## src/rtl/brm_pkg.sv

```systemverilog
package brm_pkg;
    typedef enum logic [2:0] {
        ST_IDLE,
        ST_ARB,
        ST_START,
        ST_WAIT,
        ST_REL,
        ST_EXT
    } brm_state_e;

    typedef enum logic [1:0] {
        TM_NONE,
        TM_ACK,
        TM_ERR,
        TM_RETRY
    } brm_term_e;
endpackage

```

## src/rtl/brm_term.sv

```systemverilog
module brm_term
    import brm_pkg::*;
#(
    parameter int NTEA = 2
) (
    input  logic            in_wait,
    input  logic [NTEA-1:0] tea_n,
    input  logic            retry_n,
    input  logic            ta_n,
    input  logic            expired,
    output brm_term_e       term
);
    logic tea_any;
    assign tea_any = ~&tea_n;

    // priority: error > retry > acknowledge > monitor timeout
    always_comb begin
        term = TM_NONE;
        if (in_wait) begin
            if (tea_any)       term = TM_ERR;
            else if (!retry_n) term = TM_RETRY;
            else if (!ta_n)    term = TM_ACK;
            else if (expired)  term = TM_ERR;
        end
    end
endmodule

```

## src/rtl/brm_busmon.sv

```systemverilog
module brm_busmon #(
    parameter int MON_CYCLES = 16
) (
    input  logic clk,
    input  logic rst_n,
    input  logic clr,
    input  logic adv,
    output logic expired
);
    generate
        if (MON_CYCLES == 0) begin : g_off
            assign expired = 1'b0;
        end else begin : g_on
            localparam int CW = (MON_CYCLES < 2) ? 1 : $clog2(MON_CYCLES);
            localparam logic [CW-1:0] LAST = CW'(MON_CYCLES - 1);
            logic [CW-1:0] cnt_d, cnt_q;

            always_comb begin
                cnt_d = cnt_q;
                if (clr)
                    cnt_d = '0;
                else if (adv && cnt_q != LAST)
                    cnt_d = cnt_q + 1'b1;
            end

            always_ff @(posedge clk or negedge rst_n) begin
                if (!rst_n) cnt_q <= '0;
                else        cnt_q <= cnt_d;
            end

            assign expired = (cnt_q == LAST);
        end
    endgenerate
endmodule

```

## src/rtl/brm_hold.sv

```systemverilog
module brm_hold #(
    parameter int AW  = 32,
    parameter int ATW = 4,
    parameter int DW  = 32
) (
    input  logic           clk,
    input  logic           rst_n,
    input  logic           load,
    input  logic [AW-1:0]  in_addr,
    input  logic [ATW-1:0] in_attr,
    input  logic           in_we,
    input  logic [DW-1:0]  in_wdata,
    output logic [AW-1:0]  out_addr,
    output logic [ATW-1:0] out_attr,
    output logic           out_we,
    output logic [DW-1:0]  out_wdata
);
    typedef struct packed {
        logic [AW-1:0]  addr;
        logic [ATW-1:0] attr;
        logic           we;
        logic [DW-1:0]  wdata;
    } hold_t;

    hold_t h_d, h_q;

    always_comb begin
        h_d = h_q;
        if (load) begin
            h_d.addr  = in_addr;
            h_d.attr  = in_attr;
            h_d.we    = in_we;
            h_d.wdata = in_wdata;
        end
    end

    always_ff @(posedge clk or negedge rst_n) begin
        if (!rst_n) h_q <= '0;
        else        h_q <= h_d;
    end

    assign out_addr  = h_q.addr;
    assign out_attr  = h_q.attr;
    assign out_we    = h_q.we;
    assign out_wdata = h_q.wdata;
endmodule

```

## src/rtl/bus_retry_master.sv

```systemverilog
module bus_retry_master
    import brm_pkg::*;
#(
    parameter int AW         = 32,
    parameter int ATW        = 4,
    parameter int DW         = 32,
    parameter int NTEA       = 2,
    parameter int MON_CYCLES = 16
) (
    input  logic            clk,
    input  logic            rst_n,
    input  logic            arb_int,
    input  logic            req_valid,
    output logic            req_ready,
    input  logic [AW-1:0]   req_addr,
    input  logic [ATW-1:0]  req_attr,
    input  logic            req_we,
    input  logic [DW-1:0]   req_wdata,
    output logic            rsp_valid,
    output logic            rsp_err,
    output logic [DW-1:0]   rsp_rdata,
    output logic [AW-1:0]   bus_addr,
    output logic [ATW-1:0]  bus_attr,
    output logic            bus_we,
    output logic [DW-1:0]   bus_wdata,
    input  logic [DW-1:0]   bus_rdata,
    output logic            bus_ts,
    input  logic            bus_ta_n,
    input  logic [NTEA-1:0] bus_tea_n,
    input  logic            bus_retry_n,
    output logic            bus_busy_n,
    output logic            bus_req_n,
    output logic            bus_grant_n,
    input  logic            peer_req_n,
    input  logic            arb_grant_n
);
    typedef struct packed {
        brm_state_e    state;
        logic          rsp_valid;
        logic          rsp_err;
        logic [DW-1:0] rsp_rdata;
    } ctl_t;

    ctl_t       r_d, r_q;
    brm_term_e  term;
    brm_state_e st_q;
    logic       mon_expired;
    logic       in_wait;
    logic       hold_load;
    logic       mon_clr;
    logic       mon_adv;

    assign st_q    = r_q.state;
    assign in_wait = (r_q.state == ST_WAIT);
    assign mon_clr = (r_q.state == ST_START);
    assign mon_adv = in_wait && (term == TM_NONE);

    brm_term #(.NTEA(NTEA)) u_term (
        .in_wait (in_wait),
        .tea_n   (bus_tea_n),
        .retry_n (bus_retry_n),
        .ta_n    (bus_ta_n),
        .expired (mon_expired),
        .term    (term)
    );

    brm_busmon #(.MON_CYCLES(MON_CYCLES)) u_mon (
        .clk     (clk),
        .rst_n   (rst_n),
        .clr     (mon_clr),
        .adv     (mon_adv),
        .expired (mon_expired)
    );

    brm_hold #(.AW(AW), .ATW(ATW), .DW(DW)) u_hold (
        .clk       (clk),
        .rst_n     (rst_n),
        .load      (hold_load),
        .in_addr   (req_addr),
        .in_attr   (req_attr),
        .in_we     (req_we),
        .in_wdata  (req_wdata),
        .out_addr  (bus_addr),
        .out_attr  (bus_attr),
        .out_we    (bus_we),
        .out_wdata (bus_wdata)
    );

    always_comb begin
        r_d           = r_q;
        r_d.rsp_valid = 1'b0;
        hold_load     = 1'b0;
        case (r_q.state)
            ST_IDLE: begin
                if (req_valid) begin
                    hold_load = 1'b1;
                    r_d.state = ST_ARB;
                end
            end
            ST_ARB: begin
                if (arb_int) begin
                    if (!peer_req_n) r_d.state = ST_EXT;
                    else             r_d.state = ST_START;
                end else if (!arb_grant_n) begin
                    r_d.state = ST_START;
                end
            end
            ST_START: r_d.state = ST_WAIT;
            ST_WAIT: begin
                case (term)
                    TM_ERR: begin
                        r_d.rsp_valid = 1'b1;
                        r_d.rsp_err   = 1'b1;
                        r_d.state     = ST_IDLE;
                    end
                    TM_ACK: begin
                        r_d.rsp_valid = 1'b1;
                        r_d.rsp_err   = 1'b0;
                        r_d.rsp_rdata = bus_rdata;
                        r_d.state     = ST_IDLE;
                    end
                    TM_RETRY: r_d.state = ST_REL;
                    default:  r_d.state = ST_WAIT;
                endcase
            end
            ST_REL: r_d.state = ST_ARB;
            ST_EXT: begin
                if (peer_req_n) r_d.state = ST_ARB;
            end
            default: r_d.state = ST_IDLE;
        endcase
    end

    always_ff @(posedge clk or negedge rst_n) begin
        if (!rst_n) begin
            r_q.state     <= ST_IDLE;
            r_q.rsp_valid <= 1'b0;
            r_q.rsp_err   <= 1'b0;
            r_q.rsp_rdata <= '0;
        end else begin
            r_q <= r_d;
        end
    end

    assign req_ready   = (r_q.state == ST_IDLE);
    assign rsp_valid   = r_q.rsp_valid;
    assign rsp_err     = r_q.rsp_err;
    assign rsp_rdata   = r_q.rsp_rdata;
    assign bus_ts      = (r_q.state == ST_START);
    assign bus_busy_n  = !((r_q.state == ST_START) || in_wait);
    assign bus_req_n   = arb_int || !((r_q.state == ST_ARB) ||
                                      (r_q.state == ST_START) || in_wait);
    assign bus_grant_n = !(arb_int && ((r_q.state == ST_REL) ||
                                       (r_q.state == ST_EXT) ||
                                       ((r_q.state == ST_ARB) && !peer_req_n)));
endmodule

```

## config.mk

```make
export PLATFORM = sky130hd
export DESIGN_NAME = bus_retry_master
export DESIGN_NICKNAME = d
export VERILOG_FILES = /design/src/rtl/brm_pkg.sv /design/src/rtl/brm_term.sv /design/src/rtl/brm_busmon.sv /design/src/rtl/brm_hold.sv /design/src/rtl/bus_retry_master.sv
export SDC_FILE = /design/constraint.sdc
export NUM_CORES = 1
export LEC_CHECK = 0
export CELL_PAD_IN_SITES_DETAIL_PLACEMENT = 0
export CELL_PAD_IN_SITES_GLOBAL_PLACEMENT = 1
export CORE_UTILIZATION = 44
export DETAILED_ROUTE_END_ITERATION = 10
export DONT_BUFFER_PORTS = 1
export GPL_TIMING_DRIVEN = 0
export PLACE_DENSITY_LB_ADDON = 0.1
export RECOVER_POWER = 25
export SYNTH_ARGS = -nofsm -noshare
export SYNTH_HDL_FRONTEND = slang
export SYNTH_HIERARCHICAL = 1
export SYNTH_SLANG_ARGS = --single-unit
```

## constraint.sdc

```tcl
create_clock -name clk -period 1.95 [get_ports clk]
set_input_delay 0.195 -clock clk [delete_from_list [all_inputs] [get_ports clk]]
set_output_delay 0.195 -clock clk [all_outputs]
set_load 0.02 [all_outputs]
```

==> flow_summary.yaml, run 1 <==
floorplan:
  io-pin-count: 219
  die_h_um: 104
  rows: 36
  die_w_um: 104
  initial_utilization_pct: 46.1
synthesis:
  synth.most_common_cell: "dfrtp_1"
  synth_seq_area_share_pct: 60.2
  avgSynthCellArea_um2: 16.4
  syn-num-nets: 395
  async_flop_share_pct: 100
  synth_area_leaders: "dfrtp_1, mux2_2, mux2_4"
  synthTopCellsByCount: "dfrtp_1, mux2_2, mux2_4"
  yosysTopAreaCell: "dfrtp_1"
  yosysWarnings: 6
  synthFlopType: "dfrtp_1"
  synth_area_um2: 4570
  synthCells: 279
  yosys.cell_types.count: 33
  synth_edf_count: 0
  synth.top_cell.area_share_pct: 60.2
  ys_seq_elements: 110
clock_tree:
  numCtsBuffers: 9
  cts_hold_buf: 101
  cts_buffer_depth: 2
  ctsResizeCount: 18
  cts_setup_buffers: 11
  cts.sink_count: 110
  clockRootBuffer: "clkbuf_8"
  htree_levels: 3
placement:
  portBuffers: 0
  place_congestion: 0.716
  place_ws_ns: -0.189
  hpwl_um: 6430
status:
  tool.error: "[ERROR RSZ-0060] Max buffer count reached."
  haltStage: "clock tree synthesis"
  outcome: "did not finish"
==> per-stage QoR <==
stage | std cells | area, um^2 | utilization (%) | setup TNS [ns] | hold WS, ns
after floorplan | 279 | 4580 | - | 0 | -0.101
after detailed placement | 412 | 4750 | 47.9 | -9.70 | -0.0982
after global placement | 412 | 4750 | 47.9 | -7.58 | -0.0984
==> cell families after synthesis <==
kind of cell	count (synthesis)	share of synthesized area, %
flops	110	60.2
mux	104	29.0
simple gates	30	4.35
buf+inv	18	3.34
compound gates	12	1.75
fa+ha+maj	5	1.37
==> inputs of run 2 (changes only) <==
Settings changed: CELL_PAD_IN_SITES_DETAIL_PLACEMENT 0 to not set, CELL_PAD_IN_SITES_GLOBAL_PLACEMENT 1 to not set, CORE_UTILIZATION 44 to 30, PLACE_DENSITY_LB_ADDON 0.1 to 0.15.
Clock period 1.95 ns to 2.5 ns, I/O delays scaled along.
==> run 2 against run 1 <==
Compared with the run above: the flow now finishes, with violations (DRC, hold timing); synthesized area is the same; synthesized cell count is the same.
==> flow_summary.yaml, run 2 <==
timing:
  setup_viol: 0
  hold_viol: 110
  tns_ns: 0
  worst_pin_slew_ns: 0.774
  slew_headroom_pct: 48.2
  max_clock_freq_mhz: 438
  finalClockSkew_ns: 0.00389
  rsz0062_at_grt: "false"
  slew_violations: 0
  hold_slack_ns: -0.409
  finalCritPeriodShare_pct: 91.2
  layout_min_cycle_time_ns: 2.28
synthesis:
  ys_seq_elements: 110
  synth.top_cell.area_share_pct: 60.2
  yosysWarnings: 6
  synthCells: 279
  synth.most_common_cell: "dfrtp_1"
  yosys.cell_types.count: 33
  synth_area_leaders: "dfrtp_1, mux2_2, mux2_4"
  synth_area_um2: 4570
  synth_seq_area_share_pct: 60.2
  synth_edf_count: 0
  avgSynthCellArea_um2: 16.4
  async_flop_share_pct: 100
  synthTopCellsByCount: "dfrtp_1, mux2_2, mux2_4"
  yosysTopAreaCell: "dfrtp_1"
  syn-num-nets: 395
  synthFlopType: "dfrtp_1"
finish:
  fin_area_um2: 5080
  final_cell_mix: "dfrtp_1, mux2_2, mux2_4"
  drive_gt1_share_pct: 46.4
  final_common_cell: "dfrtp_1"
  area_growth_pct: 11.3
  n_fill_cell: 1402
  finalCoreUtilization_pct: 34.6
  fin_nets: 406
  diodes: 0
floorplan:
  die_w_um: 125
  io-pin-count: 219
  die_h_um: 125
  rows: 44
  die_area_um2: 15700
  core-area_um2: 14700
  initial_utilization_pct: 31.1
pwr:
  finalPower_mw: 7.32
  pwr_density_cell_nw_per_um2: 1440
  max-vdd-ir-drop_uv: 505
  p_leak_nw: 2.34
critical_path:
  path_buf_inv: 3
  r2r_slack_ns: 0.22
  critical_path_class: "reg -> reg"
  worst-path-stages: 6
  critical_path_arrival_ns: 2.51
  critical-path-top-delay-family: "simple AND/OR/NAND/NOR gates"
  crit_fanout: 10
  crit_path_end_kind: "flop"
  slowest_stage: "nor3_1"
  crit_chain: "buf_4 -> nor3_1 -> and2_1 -> buf_6 -> buf_2 -> mux2_2"
  worstPathRequired_ns: 2.73
  r2r_cells: 6
  cpPeakStageDelay_ns: 0.59
  rr_startpoint: "st_q[1]$_DFFE_PN0P_"
  startpoint_type: "flop"
  r2r-end: "u_hold/out_wdata[10]$_DFFE_PN0P_"
clock_tree:
  cts.sink_count: 110
  cts_buffer_depth: 2
  cts_setup_buffers: 0
  cts.clk_slew.worst_paths_ns: 0.07
  htree_levels: 3
  ctsResizeCount: 0
  insertion_delay_ns: 0.35
  numCtsBuffers: 9
  clockRootBuffer: "clkbuf_16"
  cts_tree: "built"
routing:
  drt-vias-per-instance: 4.77
  antenna_left: 0
  finalWirelength_um: 9030
  wl_per_cell_um: 18.9
  initialDrtViolationCount: 110
  drc: 20
  vias: 2283
  firstDrtPassIters: 7
placement:
  place_area_um2: 4800
  hpwl_um: 6500
  portBuffers: 0
  place_congestion: 0.704
global_route:
  grt_pass1_wl_um: 14000
  track_usage_pct: 11.9
  grt_pass1_vias: 2449
  antenna_found_initial: 0
  grt_max_degree: 111
  grt.overflow.total: 0
job:
  max_cap_viol_count: 0
status:
  outcome: "finished with violations"
  violations: "DRC, hold timing"
hold_path:
  hp-class: "in -> async"
==> run 2: cell counts after synthesis <==
Identical to the previous run, type by type.
==> run 2: kinds of logic after synthesis <==
logic type	Yosys count	synth area share, %
flip-flops	110	60.2
multiplexers	104	29.0
AND/OR/NAND/NOR	30	4.35
buffers and inverters	18	3.34
AO/OA/AOI/OAI	12	1.75
adder cells (fa/ha/maj)	5	1.37
==> run 2: stage by stage <==
stage	setup WS [ns]	cells
after floorplan	0.432	279
after global placement	0.228	463
after detailed placement	0.200	463
after CTS	0.194	479
after global routing	0.0877	479
final	0.219	479
==> run 2: final cells by class <==
| cell class | count | area, um^2 | area share, % |
|---|---|---|---|
| inverters | 6 | 22.5 | 0.443 |
| plain buffers | 12 | 130 | 2.56 |
| multi-input cells | 151 | 1670 | 32.8 |
| clock inverters | 6 | 45.0 | 0.886 |
| well taps | 184 | 230 | 4.53 |
| clock buffers | 10 | 239 | 4.70 |
| flip-flops and latches | 110 | 2750 | 54.1 |
==> run 2: power breakdown <==
group,leakage [nW],switching (mW),total [mW],internal (mW)
Clock,0.137,0.661,1.37,0.711
Sequential,1.36,1.66,4.30,2.64
Combinational,0.847,0.554,1.65,1.09
Total,2.34,2.87,7.32,4.44
==> run 2: worst register-to-register path, cell delays in order, from the launching register on <==
cell     delay [ns]
dfrtp_1        0.36
buf_4          0.16
nor3_1         0.59
and2_1         0.26
buf_6          0.15
buf_2          0.27
mux2_2         0.38
==> run 2: worst max path at each step <==
stage	end	start	slack, ns
after floorplan	u_hold/out_attr[0]$_DFFE_PN0P_	st_q[1]$_DFFE_PN0P_	0.43
after global placement	u_hold/out_wdata[29]$_DFFE_PN0P_	st_q[1]$_DFFE_PN0P_	0.23
after detailed placement	u_hold/out_wdata[10]$_DFFE_PN0P_	st_q[1]$_DFFE_PN0P_	0.20
after CTS	u_hold/out_wdata[10]$_DFFE_PN0P_	st_q[1]$_DFFE_PN0P_	0.19
after global routing	u_hold/out_wdata[10]$_DFFE_PN0P_	st_q[1]$_DFFE_PN0P_	0.09
final	u_hold/out_wdata[10]$_DFFE_PN0P_	st_q[1]$_DFFE_PN0P_	0.22
==> run 2: routing by layer <==
metal | routed length, um | track usage (%)
met5 | 0 | 0
met4 | 191 | 6.24
met3 | 1020 | 5.69
met2 | 4330 | 18.6
met1 | 3490 | 13.5
Power figures use the tool's default switching activity.
